`config.mk`:
```
export PLATFORM = sky130hd
export DESIGN_NAME = tick_watchdog
export DESIGN_NICKNAME = d
export VERILOG_FILES = /design/src/rtl/wdt_pkg.sv /design/src/rtl/wdt_regif.sv /design/src/rtl/wdt_counter.sv /design/src/rtl/wdt_rdmux.sv /design/src/rtl/tick_watchdog.sv
export SDC_FILE = /design/constraint.sdc
export NUM_CORES = 1
export LEC_CHECK = 0
export ABC_AREA = 1
export BUFFER_PORTS_ARGS = -buffer_cell sky130_fd_sc_hd__buf_2
export CORE_ASPECT_RATIO = 1.4
export CORE_MARGIN = 10
export CORE_UTILIZATION = 35
export CTS_CLUSTER_DIAMETER = 30
export DETAILED_ROUTE_END_ITERATION = 8
export HOLD_SLACK_MARGIN = 0.08
export PLACE_DENSITY = 0.64
export SKIP_LAST_GASP = 1
export SLEW_MARGIN = 10
export SYNTH_ARGS = -nofsm -noshare
export SYNTH_HDL_FRONTEND = slang
export SYNTH_SLANG_ARGS = --single-unit
```
`constraint.sdc`:
```
create_clock -name clk -period 2.1 [get_ports clk]
set_input_delay 0.21 -clock clk [delete_from_list [all_inputs] [get_ports clk]]
set_output_delay 0.21 -clock clk [all_outputs]
set_load 0.02 [all_outputs]
```
`src/rtl/wdt_pkg.sv`:
```
package wdt_pkg;

  localparam int unsigned OFS_W = 12;

  localparam logic [OFS_W-1:0] OFS_RELOAD = 12'h000;
  localparam logic [OFS_W-1:0] OFS_COUNT  = 12'h004;
  localparam logic [OFS_W-1:0] OFS_CTRL   = 12'h008;
  localparam logic [OFS_W-1:0] OFS_ACK    = 12'h00C;
  localparam logic [OFS_W-1:0] OFS_RAW    = 12'h010;
  localparam logic [OFS_W-1:0] OFS_MASKED = 12'h014;
  localparam logic [OFS_W-1:0] OFS_KEY    = 12'hC00;

  localparam logic [31:0] KEY_MAGIC = 32'h1ACCE551;

  typedef struct packed {
    logic rst_en;
    logic en;
  } wdt_ctrl_t;

endpackage

```
`src/rtl/wdt_regif.sv`:
```
module wdt_regif #(
  parameter int unsigned DATA_W    = 32,
  parameter int unsigned ADDR_W    = 12,
  parameter bit          STICKY_EN = 1'b0
) (
  input  logic                  clk,
  input  logic                  rst_n,
  input  logic                  psel,
  input  logic                  penable,
  input  logic                  pwrite,
  input  logic [ADDR_W-1:0]     paddr,
  input  logic [DATA_W-1:0]     pwdata,
  output logic [DATA_W-1:0]     load_q,
  output wdt_pkg::wdt_ctrl_t    ctrl_q,
  output logic                  locked_q,
  output logic                  ld_wr,
  output logic                  clr_wr,
  output logic                  en_rise
);
  import wdt_pkg::*;

  logic acc_wr, key_hit, wr_ok, ctrl_wr_raw, ctrl_wr;

  function automatic logic addr_is(input logic [ADDR_W-1:0] a,
                                   input logic [OFS_W-1:0] ofs);
    return a == ADDR_W'(ofs);
  endfunction

  assign acc_wr      = psel & penable & pwrite;
  assign key_hit     = addr_is(paddr, OFS_KEY);
  assign wr_ok       = acc_wr & ~locked_q & ~key_hit;
  assign ld_wr       = wr_ok & addr_is(paddr, OFS_RELOAD);
  assign clr_wr      = wr_ok & addr_is(paddr, OFS_ACK);
  assign ctrl_wr_raw = wr_ok & addr_is(paddr, OFS_CTRL);

  generate
    if (STICKY_EN) begin : g_sticky
      assign ctrl_wr = ctrl_wr_raw & ~ctrl_q.en;
    end else begin : g_plain
      assign ctrl_wr = ctrl_wr_raw;
    end
  endgenerate

  assign en_rise = ctrl_wr & pwdata[0] & ~ctrl_q.en;

  always_ff @(posedge clk or negedge rst_n) begin
    if (!rst_n) begin
      load_q   <= '1;
      ctrl_q   <= '0;
      locked_q <= 1'b0;
    end else begin
      if (ld_wr) load_q <= pwdata;
      if (ctrl_wr) begin
        ctrl_q.en     <= pwdata[0];
        ctrl_q.rst_en <= pwdata[1];
      end
      if (acc_wr && key_hit) locked_q <= (pwdata != DATA_W'(KEY_MAGIC));
    end
  end

endmodule

```
`src/rtl/wdt_counter.sv`:
```
module wdt_counter #(
  parameter int unsigned DATA_W = 32
) (
  input  logic              clk,
  input  logic              rst_n,
  input  logic              tick_en,
  input  logic              en,
  input  logic              rst_en,
  input  logic [DATA_W-1:0] load_q,
  input  logic              ld_wr,
  input  logic [DATA_W-1:0] ld_data,
  input  logic              clr_wr,
  input  logic              en_rise,
  output logic [DATA_W-1:0] value_q,
  output logic              raw_q,
  output logic              rst_pulse_q,
  output logic              expire_evt
);

  logic step;

  function automatic logic at_last(input logic [DATA_W-1:0] v);
    return v == DATA_W'(1);
  endfunction

  function automatic logic [DATA_W-1:0] next_count(input logic [DATA_W-1:0] v,
                                                   input logic [DATA_W-1:0] rl);
    return (v == '0) ? rl : v - DATA_W'(1);
  endfunction

  assign step       = en & tick_en & ~ld_wr & ~clr_wr & ~en_rise;
  assign expire_evt = step & at_last(value_q);

  always_ff @(posedge clk or negedge rst_n) begin
    if (!rst_n) begin
      value_q     <= '1;
      raw_q       <= 1'b0;
      rst_pulse_q <= 1'b0;
    end else begin
      if (ld_wr)                 value_q <= ld_data;
      else if (clr_wr | en_rise) value_q <= load_q;
      else if (step)             value_q <= next_count(value_q, load_q);

      if (clr_wr)          raw_q <= 1'b0;
      else if (expire_evt) raw_q <= 1'b1;

      rst_pulse_q <= expire_evt & raw_q & rst_en;
    end
  end

endmodule

```
`src/rtl/wdt_rdmux.sv`:
```
module wdt_rdmux #(
  parameter int unsigned DATA_W = 32,
  parameter int unsigned ADDR_W = 12
) (
  input  logic [ADDR_W-1:0]  paddr,
  input  logic [DATA_W-1:0]  load_q,
  input  logic [DATA_W-1:0]  value_q,
  input  wdt_pkg::wdt_ctrl_t ctrl_q,
  input  logic               raw_q,
  input  logic               locked_q,
  output logic [DATA_W-1:0]  prdata
);
  import wdt_pkg::*;

  always_comb begin
    prdata = '0;
    if      (paddr == ADDR_W'(OFS_RELOAD)) prdata = load_q;
    else if (paddr == ADDR_W'(OFS_COUNT))  prdata = value_q;
    else if (paddr == ADDR_W'(OFS_CTRL))   prdata = DATA_W'({ctrl_q.rst_en, ctrl_q.en});
    else if (paddr == ADDR_W'(OFS_RAW))    prdata = DATA_W'(raw_q);
    else if (paddr == ADDR_W'(OFS_MASKED)) prdata = DATA_W'(raw_q & ctrl_q.en);
    else if (paddr == ADDR_W'(OFS_KEY))    prdata = DATA_W'(locked_q);
  end

endmodule

```
`src/rtl/tick_watchdog.sv`:
```
module tick_watchdog #(
  parameter int unsigned DATA_W    = 32,
  parameter int unsigned ADDR_W    = 12,
  parameter bit          STICKY_EN = 1'b0
) (
  input  logic              clk,
  input  logic              rst_n,
  input  logic              tick_en,
  input  logic              psel,
  input  logic              penable,
  input  logic              pwrite,
  input  logic [ADDR_W-1:0] paddr,
  input  logic [DATA_W-1:0] pwdata,
  output logic [DATA_W-1:0] prdata,
  output logic              pready,
  output logic              pslverr,
  output logic              irq_o,
  output logic              rst_req_o
);

  logic [DATA_W-1:0]  load_q;
  logic [DATA_W-1:0]  value_q;
  wdt_pkg::wdt_ctrl_t ctrl_q;
  logic               locked_q;
  logic               ld_wr, clr_wr, en_rise;
  logic               raw_q, expire_evt;
  logic               en, rst_en;

  assign en     = ctrl_q.en;
  assign rst_en = ctrl_q.rst_en;

  wdt_regif #(.DATA_W(DATA_W), .ADDR_W(ADDR_W), .STICKY_EN(STICKY_EN)) u_regif (
    .clk(clk), .rst_n(rst_n), .psel(psel), .penable(penable), .pwrite(pwrite),
    .paddr(paddr), .pwdata(pwdata), .load_q(load_q), .ctrl_q(ctrl_q),
    .locked_q(locked_q), .ld_wr(ld_wr), .clr_wr(clr_wr), .en_rise(en_rise)
  );

  wdt_counter #(.DATA_W(DATA_W)) u_counter (
    .clk(clk), .rst_n(rst_n), .tick_en(tick_en), .en(en), .rst_en(rst_en),
    .load_q(load_q), .ld_wr(ld_wr), .ld_data(pwdata), .clr_wr(clr_wr),
    .en_rise(en_rise), .value_q(value_q), .raw_q(raw_q),
    .rst_pulse_q(rst_req_o), .expire_evt(expire_evt)
  );

  wdt_rdmux #(.DATA_W(DATA_W), .ADDR_W(ADDR_W)) u_rdmux (
    .paddr(paddr), .load_q(load_q), .value_q(value_q), .ctrl_q(ctrl_q),
    .raw_q(raw_q), .locked_q(locked_q), .prdata(prdata)
  );

  assign pready  = 1'b1;
  assign pslverr = 1'b0;
  assign irq_o   = raw_q & en;

endmodule

```
==> metrics.md, run 1 <==
| Metric | Value |
|---|---|
| Status | `completed` |
| Post-layout min period | `1955 ps` |
| Final weighted congestion of routability-driven global placement | `0.9044` |
| Distinct cell type count of the synthesized netlist | `40` |
| Required time of the critical path | `2380 ps` |
| Unrepaired setup endpoints after global routing | `yes` |
| Overall routed net length | `16920 µm` |
| DR iter-0 viols | `321` |
| Final antenna-violating net count | `0` |
| Final net count | `957` |
| Part of the Yosys area used for sequential elements | `0.3464` |
| Cells on Worst Hold Path | `3` |
| First-pass DRT Iterations | `4` |
| Final worst clock skew | `5.979 ps` |
| Met2 routed wirelength | `8721 µm` |
| Antenna violations before repair | `0` |
| Power density normalized to cell area | `469.3 nW/µm²` |
| Number of H-tree levels | `3` |
| Final cell count without fillers | `1099` |
| Remaining global-route overflow | `0` |
| Reg2Reg Depth | `13` |
| Class of the most critical hold timing path | `primary input to flop` |
| Via count of the first global-routing pass | `5491` |
| Core Region | `14570 µm²` |
| Max VDD drop | `290.0 µV` |
| Pin count of the biggest net entering global routing | `70` |
| Kind of launch point of the worst setup path | `flop` |
| Commonest non-fill, non-tap cells in the layout | `sky130_fd_sc_hd__nand2_1 (254), sky130_fd_sc_hd__nor2_1 (122), sky130_fd_sc_hd__inv_1 (98)` |
| Total vias in the final route | `5368` |
| Site Rows | `52` |
| Final TNS setup | `0 ps` |
| Share of Yosys cell area claimed by the top area cell type | `0.3225` |
| Count of pins over their slew limit | `0` |
| Dpl hpwl | `13130 µm` |
| Wire length per cell | `15.39 µm` |
| Chip Height | `164.4 µm` |
| Total of flip-flops plus latches after synthesis | `69` |
| GRT Overall Usage | `0.1693` |
| Ports | `86` |
| Utilization of the core after routing | `0.4393` |
| Crit path arrival time | `2230 ps` |
| Latest clock arrival within the worst-skew pair | `340 ps` |
| Most area-consuming cells after synthesis | `sky130_fd_sc_hd__dfstp_2 (32%), sky130_fd_sc_hd__nand2_1 (18%), sky130_fd_sc_hd__nor2_1 (8.9%)` |
| Max capacitance violation total | `0` |
| Cell type contributing the most total cell area after synthesis | `sky130_fd_sc_hd__dfstp_2` |
| Register-to-register path setup slack | `140 ps` |
| Post-Syn Instances | `797` |
| Slew at the pin with the worst max-slew slack | `505.2 ps` |
| Setup violations, final | `0` |
| Drc violations | `0` |
| Initial core utilization | `0.3578` |
| Capturing element type of the critical path | `flop` |
| Fraction of final layout cells sized beyond drive strength 1 | `0.2593` |
| Met3 Routed Length | `686 µm` |
| Via-to-Cell Ratio | `4.884` |
| Instance area after placement | `6041 µm²` |
| Average footprint of a synthesized cell | `6.543 µm²` |
| Layout Cell Area excl Fill | `6402 µm²` |
| Total inserted antenna cells | `0` |
| Number of buffers inserted by port buffering | `83` |
| Worst rel slew slack | `0.6606` |
| Total of warnings raised by yosys | `0` |
| Net count after synthesis | `849` |
| Clock-pin transition on the worst setup and hold timing paths | `60 ps` |
| Layout overhead on the synthesized area | `22.77%` |
| Clk Tree Root Cell | `sky130_fd_sc_hd__clkbuf_16` |
| Total number of clock tree sinks | `69` |
| Category of the critical setup timing path | `flop to flop` |
| Uppermost routed layer | `met4` |
| Die area | `20250 µm²` |
| Maximum clock path buffer count | `2` |
| TritonCTS clock tree | `built` |
| Highest Clock Rate | `0.5115 GHz` |
| Maximum fanout along the worst path | `5` |
| Inserted Clock Buffers | `9` |
| Width of the die | `123.2 µm` |
| Most common library cell in the layout ignoring fill and taps | `sky130_fd_sc_hd__nand2_1` |
| Part of the cycle the worst path needs | `0.9310` |
| Final hold vios | `0` |
| Post-synthesis instance area | `5215 µm²` |
| Static leakage power | `3.524 nW` |
| Cell count after placement | `1079` |
| Post-Route M1 WL | `7004 µm` |
| Global-route wire length before repair | `27320 µm` |
==> layout make-up <==
class	count	area [µm²]
fill	1594	8172
multi-input combinational	603	2924
sequential	69	1807
timing repair buffer	122	760.7
inverter	100	380.4
clock buffer	12	246.5
tap	189	236.5
clock inverter	4	47.55
==> registers in the layout, summed over array words and instances, names as in the netlist <==
| name | flops |
|---|---|
| u_counter.rst_pulse_q | 1 |
| u_regif.load_q | 32 |
| u_regif.ctrl_q | 2 |
| u_regif.locked_q | 1 |
| u_counter.value_q | 32 |
| u_counter.raw_q | 1 |
==> synth_stat cells, drive strengths merged <==
cell type	count
mux2	1
dfrtp	5
inv	100
xor2	25
a21boi	1
o32ai	5
conb	2
nand4	25
o211ai	2
o22ai	9
a21oi	19
ha	2
mux2i	1
dfstp	64
buf	20
and2	1
o21ai	40
nor2	134
nor3b	1
nand3	48
nand2	263
nor4	7
o31ai	8
clkbuf	6
nor3	8
==> worst max-delay path: stages (launching register included) <==
cell and delay [ps]:
sky130_fd_sc_hd__dfstp_2 540, sky130_fd_sc_hd__inv_1 70, sky130_fd_sc_hd__ha_2 210, sky130_fd_sc_hd__nand2_4 100
sky130_fd_sc_hd__nor2_4 40, sky130_fd_sc_hd__nand2_1 120, sky130_fd_sc_hd__nor2_2 80, sky130_fd_sc_hd__nand2_2 120
sky130_fd_sc_hd__nand3_4 140, sky130_fd_sc_hd__nor2_4 230, sky130_fd_sc_hd__nand2_1 70, sky130_fd_sc_hd__nand2_1 70
sky130_fd_sc_hd__nand2_1 40, sky130_fd_sc_hd__nand2_1 60
==> metrics by stage <==
step | power, mW | hold WS (ps) | setup slack, ps
floorplan | 1.390 | -85.59 | 209.8
global route | 3.107 | 108.6 | -34.12
finish | 3.004 | 103.2 | 144.9
global placement | 1.488 | 281.5 | 88.90
CTS | 3.029 | 99.62 | 57.87
detailed placement | 1.489 | 276.6 | 69.38
==> where the power goes <==
group | internal, mW | switching (mW)
sequential | 1.34 | 0.00000000000000632
clock | 0.949 | 0.586
combinational | 0.0487 | 0.0848
==> final timing paths <==
check | startpoint | end
worst max-delay path | u_counter.value_q[1] | u_counter.value_q[24]
worst min-delay path | pwdata[9] | u_regif.load_q[9]
worst max register to register | u_counter.value_q[1] | u_counter.value_q[24]
worst min register to register | u_counter.value_q[25] | u_counter.value_q[25]
max in group asynchronous | rst_n | u_regif.load_q[28]
min in group asynchronous | rst_n | u_counter.rst_pulse_q
==> layer usage <==
metal / vias up / GRT usage
li1: 2737 / -
met1: 2498 / 0.1937
met2: 105 / 0.3017
met3: 28 / 0.02871
met4: 0 / 0.06953
met5: - / 0
==> cell families after synthesis <==
group / count (synthesis) / share of synthesized area
flip-flops: 69 / 0.3464
XOR/XNOR: 25 / 0.04199
AND/OR/NAND/NOR: 487 / 0.4062
AO/OA/AOI/OAI: 84 / 0.09453
multiplexers: 2 / 0.004079
other: 2 / 0.001440
buffers and inverters: 126 / 0.1005
adder cells (fa/ha/maj): 2 / 0.004798
==> timing repair <==
| action | CTS | global route |
|---|---|---|
| hold buffers | 1 | 0 |
| buffers inserted | 0 | 2 |
| hold endpoints to repair | 5 | 0 |
| endpoints found under the setup margin | 0 | 24 |
| resized for setup | 0 | 9 |
Power figures use the tool's default switching activity.
==> run 2, diff against run 1 <==
--- a/config.mk
+++ b/config.mk
@@ -6,14 +6,14 @@
 export NUM_CORES = 1
 export LEC_CHECK = 0
 export ABC_AREA = 1
-export BUFFER_PORTS_ARGS = -buffer_cell sky130_fd_sc_hd__buf_2
 export CORE_ASPECT_RATIO = 1.4
 export CORE_MARGIN = 10
 export CORE_UTILIZATION = 35
 export CTS_CLUSTER_DIAMETER = 30
 export DETAILED_ROUTE_END_ITERATION = 8
+export DONT_BUFFER_PORTS = 1
 export HOLD_SLACK_MARGIN = 0.08
-export PLACE_DENSITY = 0.64
+export PLACE_DENSITY = 0.59
 export SKIP_LAST_GASP = 1
 export SLEW_MARGIN = 10
 export SYNTH_ARGS = -nofsm -noshare
==> run 2 against run 1 <==
Global-route usage increased by 0.45 points. Flip-flop and latch count unchanged. Via count grew 0.45%. Register-to-register slack better by 40 ps. Sequential power about the same. Power down 3.9%. Fmax grew 2.2%. Clock skew barely moved. Clock-buffer cell count up 3.
==> metrics.md, run 2 (synthesis results as in run 1) <==
| Metric | Value |
|---|---|
| Static leakage power | `3.462 nW` |
| Final TNS setup | `0 ps` |
| Global-route wire length before repair | `27970 µm` |
| Multi-input gate area in the final layout | `2913 µm²` |
| Category of the critical setup timing path | `flop to flop` |
| Kind of launch point of the worst setup path | `flop` |
| Setup violations, final | `0` |
| Number of buffers inserted by port buffering | `0` |
| Count of pins over their slew limit | `0` |
| Commonest non-fill, non-tap cells in the layout | `sky130_fd_sc_hd__nand2_1 (254), sky130_fd_sc_hd__nor2_1 (123), sky130_fd_sc_hd__inv_1 (97)` |
| Capturing element type of the critical path | `flop` |
| Ports | `86` |
| FF/Latch Area | `1807 µm²` |
| Status | `completed` |
| Number of H-tree levels | `3` |
| Initial core utilization | `0.3578` |
| Slew at the pin with the worst max-slew slack | `525.8 ps` |
| Via-to-Cell Ratio | `4.979` |
| Clk Tree Root Cell | `sky130_fd_sc_hd__clkbuf_16` |
| GRT Overall Usage | `0.1737` |
| Maximum fanout along the worst path | `9` |
| DR iter-0 viols | `329` |
| Layout overhead on the synthesized area | `25.58%` |
| Clock-pin transition on the worst setup and hold timing paths | `60 ps` |
| Max VDD drop | `353.4 µV` |
| Post-layout min period | `1912 ps` |
| Worst rel slew slack | `0.6463` |
| Die area | `20250 µm²` |
| Inserted Clock Buffers | `9` |
| Class of the most critical hold timing path | `primary input to flop` |
| Width of the die | `123.2 µm` |
| TritonCTS clock tree | `built` |
| Part of the cycle the worst path needs | `0.9106` |
| Wire length per cell | `16.09 µm` |
| Latest clock arrival within the worst-skew pair | `340 ps` |
| Final weighted congestion of routability-driven global placement | `0.9587` |
| Required time of the critical path | `2380 ps` |
| Final antenna-violating net count | `0` |
| Final hold vios | `0` |
| Pin count of the biggest net entering global routing | `70` |
| Site Rows | `52` |
| Dpl hpwl | `12910 µm` |
| Remaining global-route overflow | `0` |
| Power density normalized to cell area | `440.8 nW/µm²` |
| Fill cells | `1592` |
| Utilization of the core after routing | `0.4493` |
| First-pass DRT Iterations | `5` |
| Maximum clock path buffer count | `2` |
| Total inserted antenna cells | `0` |
| Crit path arrival time | `2190 ps` |
| Chip Height | `164.4 µm` |
| Highest Clock Rate | `0.5229 GHz` |
| Core Region | `14570 µm²` |
| Total number of clock tree sinks | `69` |
| Total vias in the final route | `5392` |
| Final worst clock skew | `6.379 ps` |
| Overall routed net length | `17420 µm` |
| Via count of the first global-routing pass | `5422` |
| Total power | `2.887 mW` |
| Drc violations | `0` |
| Final net count | `941` |
| Largest registers | `u_counter.value_q x32, u_regif.load_q x32, u_regif.ctrl_q x2` |
| Fraction of final layout cells sized beyond drive strength 1 | `0.2081` |
| Max capacitance violation total | `0` |
| Antenna violations before repair | `0` |
| Most common library cell in the layout ignoring fill and taps | `sky130_fd_sc_hd__nand2_1` |
[run 2: cell count changes in the layout (fill, tap and decap cells not counted), sizes merged]
cell,change
buf,-48
dlygate4sd3,+32
clkbuf,+3
bufinv,-1
clkinv,-1
clkinvlp,-1
[run 2: layout make-up]
cell class,count,share of cell area
clock buffer,15,0.04089
timing repair buffer,106,0.1435
multi-input combinational,603,0.4448
clock inverter,1,0.0007642
tap,189,0.03611
inverter,100,0.05808
sequential,69,0.2759
[run 2: where the power goes]
group               switching (mW)  internal [mW]  total, mW  leakage (nW)
combinational               0.0670         0.0574      0.124          2.61
clock                        0.562          0.864       1.43         0.134
sequential     0.00000000000000659           1.34       1.34         0.722
total                        0.628           2.26       2.89          3.46
[run 2: worst max-delay path, stage by stage (launching register included)]
cell	delay [ps]
sky130_fd_sc_hd__dfstp_2	530
sky130_fd_sc_hd__inv_1	80
sky130_fd_sc_hd__ha_4	180
sky130_fd_sc_hd__nand2_2	140
sky130_fd_sc_hd__nor2_4	80
sky130_fd_sc_hd__nand2_1	100
sky130_fd_sc_hd__nor2_2	50
sky130_fd_sc_hd__nand2_2	100
sky130_fd_sc_hd__nand3_4	100
sky130_fd_sc_hd__nor2_4	220
sky130_fd_sc_hd__nand2_1	90
sky130_fd_sc_hd__nand2_1	70
sky130_fd_sc_hd__nand2_1	40
sky130_fd_sc_hd__nand2_1	60
[run 2: path summary, 6_finish.rpt]
kind | start | end | slack, ps | depth (start not counted)
worst max-delay path | u_counter.value_q[0] | u_counter.value_q[29] | 190 | 13
worst min-delay path | penable | u_regif.locked_q | 130 | 3
worst max register to register | u_counter.value_q[0] | u_counter.value_q[29] | 190 | 13
worst min register to register | u_counter.value_q[18] | u_counter.value_q[18] | 490 | 2
max in group asynchronous | rst_n | u_counter.value_q[9] | 1290 | 2
min in group asynchronous | rst_n | u_regif.locked_q | 490 | 2
[run 2: what timing repair did]
action / in CTS / in global routing
hold endpoints to repair: 104 / 0
resized for setup: 0 / 8
setup endpoints to repair: 0 / 26
hold buffers: 34 / 0
buffers inserted: 0 / 7
[run 2: per-layer routing]
layer  global-route usage  vias up  wire (µm)
met5                    0        -          0
met4              0.06423        0        390
met3              0.02495       27        726
met2               0.3107      102       9089
met1               0.2034     2548       7215
li1                     -     2715          -
[run 2: through the flow]
step	hold WS, ps	setup WS [ps]	area, µm²	instances
2_1_floorplan	-85.59	209.8	5215	797
3_3_place_gp	-76.88	178.0	5831	1025
3_5_place_dp	-76.90	47.45	5831	1025
4_1_cts	122.0	29.52	6461	1075
5_1_grt	159.3	-16.80	6549	1083
6_report	129.0	187.7	6549	1083
